File: config.mk
export PLATFORM = sky130hd
export DESIGN_NAME = xfer_seq
export DESIGN_NICKNAME = d
export VERILOG_FILES = /design/src/rtl/xfer_seq_pkg.sv /design/src/rtl/xfer_addr_gen.sv /design/src/rtl/xfer_seq_ctrl.sv /design/src/rtl/xfer_seq.sv
export SDC_FILE = /design/constraint.sdc
export NUM_CORES = 1
export LEC_CHECK = 0
export BUFFER_PORTS_ARGS = -buffer_cell sky130_fd_sc_hd__buf_2
export CAP_MARGIN = 20
export CELL_PAD_IN_SITES_DETAIL_PLACEMENT = 1
export CELL_PAD_IN_SITES_GLOBAL_PLACEMENT = 1
export CORE_MARGIN = 2
export CORE_UTILIZATION = 25
export DETAILED_ROUTE_END_ITERATION = 8
export GPL_TIMING_DRIVEN = 0
export PLACE_DENSITY = 0.53
export SYNTH_ARGS = -nofsm -noshare
export SYNTH_HDL_FRONTEND = slang
export SYNTH_SLANG_ARGS = --single-unit
File: constraint.sdc
create_clock -name clk -period 4 [get_ports clk]
set_clock_uncertainty 0.05 [all_clocks]
set_input_delay 0.2 -clock clk [delete_from_list [all_inputs] [get_ports clk]]
set_output_delay 0.2 -clock clk [all_outputs]
set_load 0.005 [all_outputs]
File: src/rtl/xfer_seq_pkg.sv
package xfer_seq_pkg;
    localparam int AW = 32;  // address width
    localparam int OW = 16;  // offset width
    localparam int DW = 64;  // data width
    localparam int IW = 15;  // iteration count width
    localparam int MW = 5;   // modulo field width
    localparam int NW = 32;  // minor byte count width

    typedef enum logic [1:0] {
        SZ_8  = 2'd0,
        SZ_16 = 2'd1,
        SZ_32 = 2'd2,
        SZ_64 = 2'd3
    } elem_size_e;

    typedef enum logic [1:0] {
        ST_IDLE = 2'd0,
        ST_RD   = 2'd1,
        ST_WR   = 2'd2,
        ST_FIN  = 2'd3
    } seq_state_e;

    typedef struct packed {
        logic [OW-1:0] soff;
        logic [OW-1:0] doff;
        elem_size_e    ssize;
        elem_size_e    dsize;
        logic [MW-1:0] smod;
        logic [MW-1:0] dmod;
        logic [NW-1:0] nbytes;
        logic [AW-1:0] slast;
        logic [AW-1:0] dlast;
        logic          intmaj;
        logic          dreq;
    } xfer_desc_t;

    // Keep bits above the modulo window from the current address.
    function automatic logic [AW-1:0] wrap_step(input logic [AW-1:0] cur,
                                                input logic [AW-1:0] sum,
                                                input logic [MW-1:0] m);
        logic [AW-1:0] keep_low;
        keep_low = (m == '0) ? '1 : ((AW'(1) << m) - AW'(1));
        return (cur & ~keep_low) | (sum & keep_low);
    endfunction

    function automatic logic [NW:0] elem_bytes(input elem_size_e s);
        return (NW+1)'(1) << s;
    endfunction
endpackage

File: src/rtl/xfer_addr_gen.sv
module xfer_addr_gen
    import xfer_seq_pkg::*;
(
    input  logic          clk,
    input  logic          rst,
    input  logic          load,
    input  logic [AW-1:0] load_addr,
    input  logic          step,
    input  logic [OW-1:0] offset,
    input  logic [MW-1:0] modulo,
    input  logic          adjust,
    input  logic [AW-1:0] adj,
    output logic [AW-1:0] addr
);
    logic [AW-1:0] off_ext;
    logic [AW-1:0] stepped;

    assign off_ext = {{(AW-OW){offset[OW-1]}}, offset};
    assign stepped = wrap_step(addr, addr + off_ext, modulo);

    always_ff @(posedge clk) begin
        if (rst) begin
            addr <= '0;
        end else if (load) begin
            addr <= load_addr;
        end else if (step) begin
            addr <= stepped;
        end else if (adjust) begin
            addr <= addr + adj;
        end
    end
endmodule

File: src/rtl/xfer_seq_ctrl.sv
module xfer_seq_ctrl
    import xfer_seq_pkg::*;
(
    input  logic          clk,
    input  logic          rst,
    input  logic          desc_load,
    input  logic [IW-1:0] desc_iter,
    input  logic [NW-1:0] nbytes,
    input  elem_size_e    ssize,
    input  logic          intmaj,
    input  logic          dreq,
    input  logic          start,
    input  logic          req_en_set,
    input  logic          req_en_clr,
    input  logic          hw_req,
    input  logic          done_clr,
    input  logic          int_clr,
    output seq_state_e    state,
    output logic          done,
    output logic          irq,
    output logic          req_en,
    output logic          start_pend,
    output logic [IW-1:0] cur_iter
);
    logic [IW-1:0] begin_iter;
    logic [NW:0]   remain;
    logic [NW:0]   step_b;
    logic          accept;
    logic          last_pair;
    logic          last_minor;
    logic          closing;

    assign step_b     = elem_bytes(ssize);
    assign accept     = (state == ST_IDLE) && (start_pend || (req_en && hw_req));
    assign last_pair  = (state == ST_WR) && (remain <= step_b);
    assign last_minor = (cur_iter <= IW'(1));
    assign closing    = (state == ST_FIN);

    always_ff @(posedge clk) begin
        if (rst) begin
            state      <= ST_IDLE;
            remain     <= '0;
            cur_iter   <= '0;
            begin_iter <= '0;
            start_pend <= 1'b0;
            req_en     <= 1'b0;
            done       <= 1'b0;
            irq        <= 1'b0;
        end else begin
            start_pend <= (start_pend && !accept) || start;

            if (closing && dreq)  req_en <= 1'b0;
            else if (req_en_clr)  req_en <= 1'b0;
            else if (req_en_set)  req_en <= 1'b1;

            if (closing)                     done <= 1'b1;
            else if (done_clr || desc_load)  done <= 1'b0;

            if (closing && intmaj)  irq <= 1'b1;
            else if (int_clr)       irq <= 1'b0;

            if (desc_load) begin
                cur_iter   <= desc_iter;
                begin_iter <= desc_iter;
            end else if (last_pair) begin
                cur_iter <= cur_iter - IW'(1);
            end else if (closing) begin
                cur_iter <= begin_iter;
            end

            case (state)
                ST_IDLE: if (accept) begin
                    remain <= (nbytes == '0) ? ((NW+1)'(1) << NW) : {1'b0, nbytes};
                    state  <= ST_RD;
                end
                ST_RD:   state <= ST_WR;
                ST_WR: begin
                    remain <= remain - step_b;
                    if (last_pair) state <= last_minor ? ST_FIN : ST_IDLE;
                    else           state <= ST_RD;
                end
                default: state <= ST_IDLE;
            endcase
        end
    end
endmodule

File: src/rtl/xfer_seq.sv
module xfer_seq
    import xfer_seq_pkg::*;
(
    input  logic          clk,
    input  logic          rst,
    input  logic          desc_load,
    input  logic [31:0]   desc_src,
    input  logic [31:0]   desc_dst,
    input  logic [15:0]   desc_soff,
    input  logic [15:0]   desc_doff,
    input  logic [1:0]    desc_ssize,
    input  logic [1:0]    desc_dsize,
    input  logic [4:0]    desc_smod,
    input  logic [4:0]    desc_dmod,
    input  logic [31:0]   desc_nbytes,
    input  logic [14:0]   desc_iter,
    input  logic [31:0]   desc_slast,
    input  logic [31:0]   desc_dlast,
    input  logic          desc_intmaj,
    input  logic          desc_dreq,
    input  logic          start,
    input  logic          req_en_set,
    input  logic          req_en_clr,
    input  logic          hw_req,
    input  logic          done_clr,
    input  logic          int_clr,
    input  logic [63:0]   mem_rdata,
    output logic          mem_rd,
    output logic          mem_wr,
    output logic [31:0]   mem_addr,
    output logic [1:0]    mem_size,
    output logic [63:0]   mem_wdata,
    output logic          active,
    output logic          done,
    output logic          irq,
    output logic          req_en,
    output logic          start_pend,
    output logic [14:0]   cur_iter,
    output logic [31:0]   src_addr,
    output logic [31:0]   dst_addr
);
    localparam int NSIDE = 2;

    xfer_desc_t    desc_q;
    seq_state_e    state;
    logic [DW-1:0] data_q;

    always_ff @(posedge clk) begin
        if (rst) begin
            desc_q <= '0;
        end else if (desc_load) begin
            desc_q.soff   <= desc_soff;
            desc_q.doff   <= desc_doff;
            desc_q.ssize  <= elem_size_e'(desc_ssize);
            desc_q.dsize  <= elem_size_e'(desc_dsize);
            desc_q.smod   <= desc_smod;
            desc_q.dmod   <= desc_dmod;
            desc_q.nbytes <= desc_nbytes;
            desc_q.slast  <= desc_slast;
            desc_q.dlast  <= desc_dlast;
            desc_q.intmaj <= desc_intmaj;
            desc_q.dreq   <= desc_dreq;
        end
    end

    xfer_seq_ctrl u_ctrl (
        .clk        (clk),
        .rst        (rst),
        .desc_load  (desc_load),
        .desc_iter  (desc_iter),
        .nbytes     (desc_q.nbytes),
        .ssize      (desc_q.ssize),
        .intmaj     (desc_q.intmaj),
        .dreq       (desc_q.dreq),
        .start      (start),
        .req_en_set (req_en_set),
        .req_en_clr (req_en_clr),
        .hw_req     (hw_req),
        .done_clr   (done_clr),
        .int_clr    (int_clr),
        .state      (state),
        .done       (done),
        .irq        (irq),
        .req_en     (req_en),
        .start_pend (start_pend),
        .cur_iter   (cur_iter)
    );

    // Side 0 is the source, side 1 the destination.
    logic [AW-1:0] init_a [NSIDE];
    logic [AW-1:0] adj_a  [NSIDE];
    logic [AW-1:0] addr_a [NSIDE];
    logic [OW-1:0] off_a  [NSIDE];
    logic [MW-1:0] mod_a  [NSIDE];
    logic          step_a [NSIDE];

    assign init_a[0] = desc_src;
    assign init_a[1] = desc_dst;
    assign adj_a[0]  = desc_q.slast;
    assign adj_a[1]  = desc_q.dlast;
    assign off_a[0]  = desc_q.soff;
    assign off_a[1]  = desc_q.doff;
    assign mod_a[0]  = desc_q.smod;
    assign mod_a[1]  = desc_q.dmod;
    assign step_a[0] = (state == ST_RD);
    assign step_a[1] = (state == ST_WR);

    for (genvar s = 0; s < NSIDE; s++) begin : g_side
        xfer_addr_gen u_addr (
            .clk       (clk),
            .rst       (rst),
            .load      (desc_load),
            .load_addr (init_a[s]),
            .step      (step_a[s]),
            .offset    (off_a[s]),
            .modulo    (mod_a[s]),
            .adjust    (state == ST_FIN),
            .adj       (adj_a[s]),
            .addr      (addr_a[s])
        );
    end

    always_ff @(posedge clk) begin
        if (rst)                  data_q <= '0;
        else if (state == ST_RD)  data_q <= mem_rdata;
    end

    assign mem_rd    = (state == ST_RD);
    assign mem_wr    = (state == ST_WR);
    assign mem_addr  = mem_wr ? addr_a[1] : addr_a[0];
    assign mem_size  = mem_wr ? desc_q.dsize : desc_q.ssize;
    assign mem_wdata = data_q;
    assign active    = (state != ST_IDLE);
    assign src_addr  = addr_a[0];
    assign dst_addr  = addr_a[1];
endmodule

After elaboration in Yosys (flattened, before gate mapping)
Index checks and enable logic that the tools add are counted.
{"block": "classes", "bitwise_logic": 8, "n_reduce_logical": 23, "addsub": 8, "n_mux": 24, "shift": 3, "magnitude_cmp": 2, "n_eq_ne": 4}
{"operator": "$mux W32", "n": 9}
{"operator": "$add A32 B32 Y32", "n": 4}
{"operator": "$and A32 B32 Y32", "n": 4}
{"operator": "$mux W33", "n": 2}
{"operator": "$pmux W33 S2", "n": 1}
{"operator": "$not A32 Y32", "n": 2}
{"operator": "$or A32 B32 Y32", "n": 2}
{"operator": "$shl A1 B5 Y32 const A", "n": 2}
{"operator": "$sub A32 B1 Y32 const B", "n": 2}
{"operator": "$mux W15", "n": 3}
{"operator": "$le A33 B33 Y1", "n": 1}
{"operator": "$shl A1 B2 Y33 const A", "n": 1}
{"operator": "$sub A33 B33 Y33", "n": 1}
{"operator": "$logic_not A32 Y1", "n": 1}
{"operator": "$le A15 B1 Y1 const B", "n": 1}
{"operator": "$sub A15 B1 Y15 const B", "n": 1}
{"operator": "$logic_not A5 Y1", "n": 2}
{"operator": "$reduce_bool A3 Y1", "n": 3}
{"operator": "$mux W2", "n": 4}
{"operator": "$reduce_bool A2 Y1", "n": 4}
{"operator": "$logic_and A1 B1 Y1", "n": 6}
{"operator": "$pmux W2 S3", "n": 1}
{"operator": "$eq A2 B2 Y1 const B", "n": 2}
{"operator": "$mux W1", "n": 4}
{"operator": "7 further kinds", "n": 9}
{"block": "word_totals", "elab_cells": 94, "out_inout_bits": 184, "regBits": 341, "in_bits": 296}

Depth between registers and ports, before layout
Gate-level depths: netlist (run 1).
{"block": "depth", "word_depth": 8, "depth_mapped": 16}

Modules after synthesis
From an unflattened synthesis (run 1), not the netlist that was laid out.
{"block": "unflattened", "cells_unflattened": 3035, "area_unflattened_um2": 24176.9}
{"module": "xfer_seq", "seq_area_each_um2": 4164.0, "area_each_um2": 8358.0, "instances": 1, "cells_per_inst": 797}
{"module": "xfer_addr_gen at g_side[1].u_addr", "seq_area_each_um2": 640.6, "area_each_um2": 6050.8, "instances": 1, "cells_per_inst": 895}
{"module": "xfer_addr_gen at g_side[0].u_addr", "seq_area_each_um2": 640.6, "area_each_um2": 5779.3, "instances": 1, "cells_per_inst": 831}
{"module": "xfer_seq_ctrl", "seq_area_each_um2": 1381.3, "area_each_um2": 3988.8, "instances": 1, "cells_per_inst": 512}

Worst setup path before layout (run 1)
OpenSTA, ideal clock, no wires.
{"block": "synth_path", "path_type": "reg-to-reg", "start": "register desc_q[127] (netlist name)", "end": "register (tool-made name)", "setup_time_ns": 0.115, "path_stages_with_launch": 13, "period_less_slack_ns": 3.167, "required_ns": 3.835, "slack_ns": 0.833, "arrival_time_ns": 3.002, "cell_sequence": "dfxtp_1 ha_1 clkbuf_1 a21o_1 a21o_1 a21o_1 nor4_1 a21oi_1 a21o_1 a221oi_1 xor2_1 and3_1 a2111oi_0"}
{"element": "start, declared", "line_no": "xfer_seq.sv:44", "rtl": "xfer_desc_t desc_q;"}

==> results of run 1 <==
## repair_timing
item                                   CTS  global route
resized for setup                       14            15
hold buffers                           286             0
setup buffers                            0             3
pin swaps                                0             3
setup endpoints to repair               58            38
endpoints found under the hold margin  300             0
## how the worst min path moves through the flow
stage / to / depth (start not counted)
2_1_floorplan: u_ctrl.req_en$_SDFFE_PP0P_ / 1
3_3_place_gp: u_ctrl.req_en$_SDFFE_PP0P_ / 2
3_5_place_dp: u_ctrl.req_en$_SDFFE_PP0P_ / 2
4_1_cts: register / 4
5_1_grt: register / 5
6_report: register / 4
## stage by stage
step | setup TNS, ns | cell area [sq um]
finish | 0 | 31400
global route | -0.0831 | 31400
CTS | -0.0827 | 31300
detailed placement | -4.98 | 26800
global placement | -6.36 | 26600
floorplan | 0 | 22700
## synthesized netlist by cell type (all sizes together), types with 49 or more instances
cell type / number
nand2: 405
nor2: 389
dfxtp: 341
a21oi: 328
o21ai: 186
mux2i: 181
clkbuf: 153
ha: 132
nor3: 95
xnor2: 75
a21o: 71
inv: 59
xor2: 51
a211oi: 49
## logic make-up after synthesis
kind of cell,count (synthesis),share of synthesized area
simple gates,1094,0.209
compound gates,881,0.242
flops,341,0.301
buf+inv,248,0.0418
mux,182,0.0802
fa+ha+maj,137,0.0771
xor+xnor,126,0.0486
## cell type report
type / instances / area, sq um
Sequential cell: 341 / 6830
Inverter: 60 / 230
Antenna cell: 3 / 7.51
Clock inverter: 15 / 230
Timing Repair Buffer: 782 / 5540
Clock buffer: 66 / 1360
Buffer: 184 / 719
Multi-Input combinational cell: 2420 / 15000
Tap cell: 1176 / 1470
Fill cell: 11083 / 58600
## where the power goes
| part | internal (W) | total, W | switching, W |
|---|---|---|---|
| sequential | 0.00362 | 0.00391 | 0.000289 |
| combinational | 0.00126 | 0.00318 | 0.00192 |
| clock | 0.00262 | 0.00443 | 0.00182 |
| total | 0.00750 | 0.0115 | 0.00403 |
## per-layer routing
| layer | wire [um] | track usage | vias up |
|---|---|---|---|
| li1 | - | - | 12428 |
| met3 | 6390 | 0.0348 | 128 |
| met1 | 57100 | 0.350 | 12695 |
| met5 | 11 | 0 | - |
| met2 | 57600 | 0.430 | 714 |
| met4 | 3010 | 0.0652 | 2 |
## worst reg2reg max path, stage by stage (launching register included)
cell and delay, ns:
dfxtp_1 0.34, or3_1 0.50, nor3_4 0.29, inv_1 0.30
ha_1 0.42, nor2b_1 0.31, nor3b_2 0.36, a21oi_1 0.12
o32ai_1 0.30, o21ai_0 0.27, a221oi_1 0.32, o21ai_0 0.14
a21oi_1 0.14
## placed cells by master (no fill, tap or decap), drive strengths merged, types with 17 or more instances in the layout
cell type,Yosys,layout
a211oi,49,49
a21o,71,71
a21oi,328,328
a221oi,20,20
a31oi,35,35
buf,35,531
clkbuf,153,215
dfxtp,341,341
dlygate4sd3,0,286
ha,132,132
inv,59,58
mux2i,181,181
nand2,405,405
nand2b,24,24
nand3,47,47
nand4,22,22
nor2,389,389
nor2b,21,21
nor3,95,95
nor4,25,25
o21ai,186,186
o22ai,17,17
xnor2,75,75
xor2,51,51
==> results.cfg, run 1 <==
[grt]
grt_pass1_vias = 26737
gr-usage-all-layers = 0.258
grt_max_degree = 20
grt-ovfl-total = 0
grt_antenna_before_repair = 8
grt_pass1_wl_um = 180000

[setup_path]
cp.arrival_ns = 4.43
crit_fanout = 12
rrSetupSlack_ns = 0.06
r2r.worst_path.cells = 12
slowest_stage = or3_1
critPathTopFamily = simple AND/OR/NAND/NOR gates
cp.buffers_inverters = 1
worstSetupPathType = register to register
required_ns = 4.49
r2r_start = desc_q[105]$_SDFFE_PP0P_
critical_path.cell_chain = or3_1, nor3_4, inv_1, ha_1, nor2b_1, nor3b_2, a21oi_1, o32ai_1, o21ai_0, a221oi_1, o21ai_0, a21oi_1
start_kind = register
end_kind = register
crit_start = desc_q[105]$_SDFFE_PP0P_
crit_cells = 12
max_stage_delay_ns = 0.50

[placement]
portBuffers = 477
dp_hpwl_um = 97300
placed_cells = 4676
pre_cts_ws_ns = -0.725
gp_congestion = 0.939

[detailed_routing]
drtAntennaViolNets = 0
vias_per_cell = 5.15
drtIter0Drc = 1631
wl_per_cell_um = 24.6
vias = 25967
drc_errors = 0
drt_first_pass_iters = 5
wirelength_um = 124000

[clock_network]
numCtsBuffers = 46
worstSkewPairLatency_ns = 0.62
clock-sinks = 341
cts_buffer_depth = 3
htree_levels = 2
cts_tree = yes
clk_pin_slew_worst_paths_ns = 0.06
cts_root_buffer = clkbuf_16

[final_layout]
nets = 4268
drive_above_1_share = 0.165
final_util = 0.349
finalNonFillerCells = 5047
syn2layout_area_growth_pct = 38.2

[sta]
worst_pin_slew_ns = 1.18
fin_ws_ns = 0.0631
whs_ns = 0.0315
timing.final.crit_share = 0.984
setup_violations = 0
finalHoldViolations = 0
min_period_ns = 3.94
finalMaxSlewViolations = 0
rsz0062_at_grt = true
slew_headroom = 0.211
fmax_mhz = 254

[synthesis]
syn-cell-area_sq_mm = 0.0227
syn_nets = 3442
synthFlopType = dfxtp_1
syn_inst = 3009
yosysSeqAreaShare = 0.301
synth_area_leaders = dfxtp_1 30%, mux2i_1 8.0%, ha_1 7.3%
syn_area_per_cell_sq_um = 7.55
synth_top_area_frac = 0.301
ys_ff_latch = 341
yosys.area.top_type = dfxtp_1
yosysWarnings = 0
async_reset_ff_frac = 0
synth_edf_count = 0
yosysUniqueCellTypes = 93

[job]
max_cap_violations = 0

[min_path]
hp-class = input pin to register
hold_path.startpoint = desc_src[5]

[floorplanning]
die_w_um = 305
die_area_sq_mm = 0.0933
die_h_um = 305
start_util = 0.252
rows = 110
coreArea_sq_mm = 0.0900
io_pins = 480

[outcome]
status = complete, no violations

[power]
vdd_drop_max_v = 0.000295
p_per_area_mw_per_mm2 = 367
finalPower_w = 0.0115
total_leakage_power_nw = 14.2
Note: power is estimated with default switching activity, not from simulation.
==> inputs of run 2 (changes only) <==
Settings changed: CORE_UTILIZATION 25 to 40, GPL_TIMING_DRIVEN 0 to default, PLACE_DENSITY 0.53 to 0.79.
==> results.cfg, run 2 (same netlist as run 1, synthesis figures left out) <==
[outcome]
status = complete, no violations

[grt]
grt_antenna_before_repair = 9
grt_max_degree = 104
grt_pass1_wl_um = 170000
grt-ovfl-total = 0
gr-usage-all-layers = 0.366
grt_pass1_vias = 28870

[final_layout]
drive_above_1_share = 0.175
final_util = 0.542
multiInputGateArea_sq_mm = 0.0150
finalNonFillerCells = 4518
syn2layout_area_growth_pct = 34.3
fillerInstances = 6923
final_cell_mix = 477 x buf_2, 401 x nand2_1, 387 x nor2_1, 341 x dfxtp_1, 326 x a21oi_1
final_common_cell = buf_2
nets = 4152
seq_area_sq_mm = 0.00683

[power]
total_leakage_power_nw = 14.2
p_per_area_mw_per_mm2 = 367
vdd_drop_max_v = 0.000359
finalPower_w = 0.0112

[floorplanning]
io_pins = 480
start_util = 0.404
coreArea_sq_mm = 0.0563
die_w_um = 242
die_h_um = 242
die_area_sq_mm = 0.0587
rows = 87

[setup_path]
cp.arrival_ns = 4.15
start_kind = register
crit_fanout = 22
end_kind = register
worstSetupPathType = register to register
required_ns = 4.44

[placement]
portBuffers = 479
gp_congestion = 0.940
placed_cells = 4113
dp_hpwl_um = 71800

[clock_network]
cts_tree = yes
numCtsBuffers = 43
clock-sinks = 341
cts_root_buffer = clkbuf_16
htree_levels = 2
worstSkewPairLatency_ns = 0.60
clk_pin_slew_worst_paths_ns = 0.06
cts_buffer_depth = 3

[detailed_routing]
drtAntennaViolNets = 0
drc_errors = 0
drtIter0Drc = 1818
vias_per_cell = 5.96
wl_per_cell_um = 24.8
vias = 26944
wirelength_um = 112000
drt_first_pass_iters = 5

[min_path]
hp-class = input pin to register

[sta]
rsz0062_at_grt = false
tns_ns = 0
min_period_ns = 3.71
worst_pin_slew_ns = 1.06
timing.final.crit_share = 0.928
setup_violations = 0
finalHoldViolations = 0
finalMaxSlewViolations = 0
slew_headroom = 0.293
whs_ns = 0.0174
fmax_mhz = 269

[job]
max_cap_violations = 0
==> run 2: changes by cell type in the layout (fill, tap and decap cells not counted), moves of 8 or more <==
cell	change
dlygate4sd3_1	+30
clkbuf_1	-146
buf_8	-8
buf_1	-26
buf_4	+49
==> run 2: repair_timing <==
action                                 CTS  global route
setup buffers                            0             0
endpoints found under the hold margin  297             0
hold buffers                           316             0
setup endpoints to repair                0             1
resized for setup                        0             1
==> run 2: metal layers <==
| metal | GRT usage | up-vias | part of all wire |
|---|---|---|---|
| met3 | 0.0708 | 366 | 0.065 |
| met2 | 0.638 | 1147 | 0.49 |
| met1 | 0.425 | 13237 | 0.39 |
| li1 | - | 12190 | - |
| met5 | 0 | - | 0.00021 |
| met4 | 0.188 | 4 | 0.053 |
==> run 2: worst paths after layout <==
kind | slack (ns) | cells after the start | startpoint | end
max | 0.29 | 13 | desc_q[110]$_SDFFE_PP0P_ | u_ctrl.cur_iter[14]$_SDFFE_PP0P_
min | 0.02 | 3 | desc_dst[28] | register
max reg2reg | 0.29 | 13 | desc_q[110]$_SDFFE_PP0P_ | u_ctrl.cur_iter[14]$_SDFFE_PP0P_
min reg2reg | 0.40 | 2 | mem_wdata[17]$_SDFFE_PP0P_ | mem_wdata[17]$_SDFFE_PP0P_
==> run 2: critical path, cell delays in order (launching register included) <==
cell and delay [ns]:
dfxtp_1 0.48, nand2b_1 0.15, ha_1 0.35, nor2b_1 0.17, o21ai_0 0.24, nand2b_1 0.14, a21boi_1 0.40, buf_4 0.23
o2111a_2 0.30, buf_4 0.31, nor2_1 0.14, a211oi_1 0.24, a21oi_1 0.09, a211oi_1 0.30
==> run 2: layout make-up <==
cell class / instances / area share
diodes: 8 / 0.000656
well taps: 756 / 0.0310
multi-input cells: 2420 / 0.490
clock inverters: 22 / 0.00775
clock buffers: 58 / 0.0404
flip-flops and latches: 341 / 0.224
inverters: 60 / 0.00738
repair buffers: 853 / 0.199
==> run 2: stage by stage <==
stage	cell area [sq um]	setup WS (ns)
5_1_grt	30500	0.0684
2_1_floorplan	22700	0.833
6_report	30500	0.289
4_1_cts	30500	0.327
3_5_place_dp	25800	0.368
3_3_place_gp	25800	0.535
==> run 2: power breakdown <==
group          switching, W  leakage (nW)  internal (W)
sequential         0.000283          2.81       0.00362
clock               0.00178         0.724       0.00238
combinational       0.00186          10.7       0.00127
total               0.00393          14.2       0.00727
==> inputs of run 3 (changes only) <==
Settings changed: CORE_ASPECT_RATIO from default to 1.4.
==> results.cfg, run 3 (same netlist as run 1, synthesis figures left out) <==
[outcome]
status = complete, no violations

[clock_network]
clock-sinks = 341
post-cts-setup-buffers = 0
clk_pin_slew_worst_paths_ns = 0.06
htree_levels = 2
cts_root_buffer = clkbuf_16
cts_tree = yes
numCtsBuffers = 40
cts_buffer_depth = 3
worstSkewPairLatency_ns = 0.59

[setup_path]
crit_cells = 13
max_stage_delay_ns = 0.54
cp.buffers_inverters = 1
start_kind = register
rrSetupSlack_ns = 0.27
r2r.worst_path.cells = 13
cp.arrival_ns = 4.09
critical_path.cell_chain = ha_1, inv_1, fa_1, nand2b_1, a21oi_2, a2111oi_1, o21ai_2, a31oi_2, o21ai_0, a311oi_1, o22ai_1, o21ai_0, a21oi_1
critPathTopFamily = compound AO/OA/AOI/OAI gates
slowest_stage = a2111oi_1
required_ns = 4.36
path_common_cell = o21ai_0
crit_fanout = 6
end_kind = register
worstSetupPathType = register to register

[final_layout]
final_cell_mix = 477 x buf_2, 401 x nand2_1, 385 x nor2_1, 341 x dfxtp_1, 327 x a21oi_1
nets = 4126
drive_above_1_share = 0.176
fillerInstances = 6949
multiInputGateArea_sq_mm = 0.0150
final_common_cell = buf_2
syn2layout_area_growth_pct = 32.7
seq_area_sq_mm = 0.00683

[sta]
min_period_ns = 3.73
finalMaxSlewViolations = 0
whs_ns = 0.00957
worst_pin_slew_ns = 1.06
slew_headroom = 0.293
fmax_mhz = 268
finalHoldViolations = 0
tns_ns = 0
rsz0062_at_grt = false
timing.final.crit_share = 0.933
setup_violations = 0

[power]
p_per_area_mw_per_mm2 = 369
total_leakage_power_nw = 14.0
vdd_drop_max_v = 0.000319

[placement]
portBuffers = 479
dp_hpwl_um = 77500
gp_congestion = 0.961

[floorplanning]
die_w_um = 205
start_util = 0.403
coreArea_sq_mm = 0.0563
die_area_sq_mm = 0.0587
io_pins = 480
die_h_um = 286
rows = 103

[grt]
grt_max_degree = 91
grt_pass1_wl_um = 170000
grt_pass1_vias = 29071
grt_antenna_before_repair = 9
grt-ovfl-total = 0
gr-usage-all-layers = 0.375

[detailed_routing]
drtAntennaViolNets = 0
drtIter0Drc = 1538
wirelength_um = 114000
vias_per_cell = 5.99
vias = 26787
drc_errors = 0
wl_per_cell_um = 25.4
drt_first_pass_iters = 7

[min_path]
hp-class = input pin to register
hold_path.startpoint = rst

[job]
max_cap_violations = 0
-- run 3: cell types whose count changed in the layout (fill, tap and decap cells not counted), moves of 2 or more --
cell / change
clkbuf_1: +4
nor2_2: +2
clkinv_2: -5
dlygate4sd3_1: -30
nor2_1: -2
clkbuf_16: -3
clkbuf_8: -5
buf_12: -2
buf_4: +10
bufinv_16: +4
clkinvlp_4: -2
-- run 3: worst min path at each step --
stage                                      end  slack, ns  cells past startpoint
floorplan           u_ctrl.req_en$_SDFFE_PP0P_       0.24                      1
global placement    u_ctrl.req_en$_SDFFE_PP0P_       0.33                      2
detailed placement  u_ctrl.req_en$_SDFFE_PP0P_       0.33                      2
CTS                   desc_q[119]$_SDFFE_PP0P_       0.01                      2
global route                          register       0.02                      3
finish                                register       0.01                      2
-- run 3: power by group --
| part | leakage (nW) | switching (W) | internal, W |
|---|---|---|---|
| clock | 0.697 | 0.00170 | 0.00242 |
| sequential | 2.81 | 0.000288 | 0.00362 |
| combinational | 10.5 | 0.00184 | 0.00125 |
| total | 14.0 | 0.00383 | 0.00729 |
-- run 3: metrics by stage --
step / std cells / total power (W) / utilization / instance area [sq um] / setup WS, ns
CTS: 4460 / 0.0110 / 0.535 / 30100 / 0.323
global route: 4468 / 0.0116 / 0.535 / 30100 / 0.0352
detailed placement: 4100 / 0.00670 / 0.459 / 25800 / 0.343
finish: 4469 / 0.0111 / 0.535 / 30100 / 0.268
floorplan: 3009 / 0.00561 / - / 22700 / 0.833
global placement: 4100 / 0.00661 / 0.459 / 25800 / 0.491
-- run 3: layer usage --
metal / global-route usage / up-vias / part of all wire
met5: 0 / - / 0.000062
li1: - / 12145 / -
met1: 0.393 / 13034 / 0.36
met2: 0.682 / 1160 / 0.51
met4: 0.256 / 2 / 0.077
met3: 0.0554 / 446 / 0.053
-- run 3: cell type report --
cell class	count	share of cell area
diodes	9	0.000747
repair buffers	830	0.191
multi-input cells	2420	0.496
clock inverters	20	0.0105
well taps	735	0.0305
clock buffers	54	0.0366
inverters	60	0.00747
flip-flops and latches	341	0.226
-- run 3: repair_timing --
item	in CTS	in global routing
hold buffers	286	0
endpoints found under the hold margin	290	0
gates resized for setup	0	0
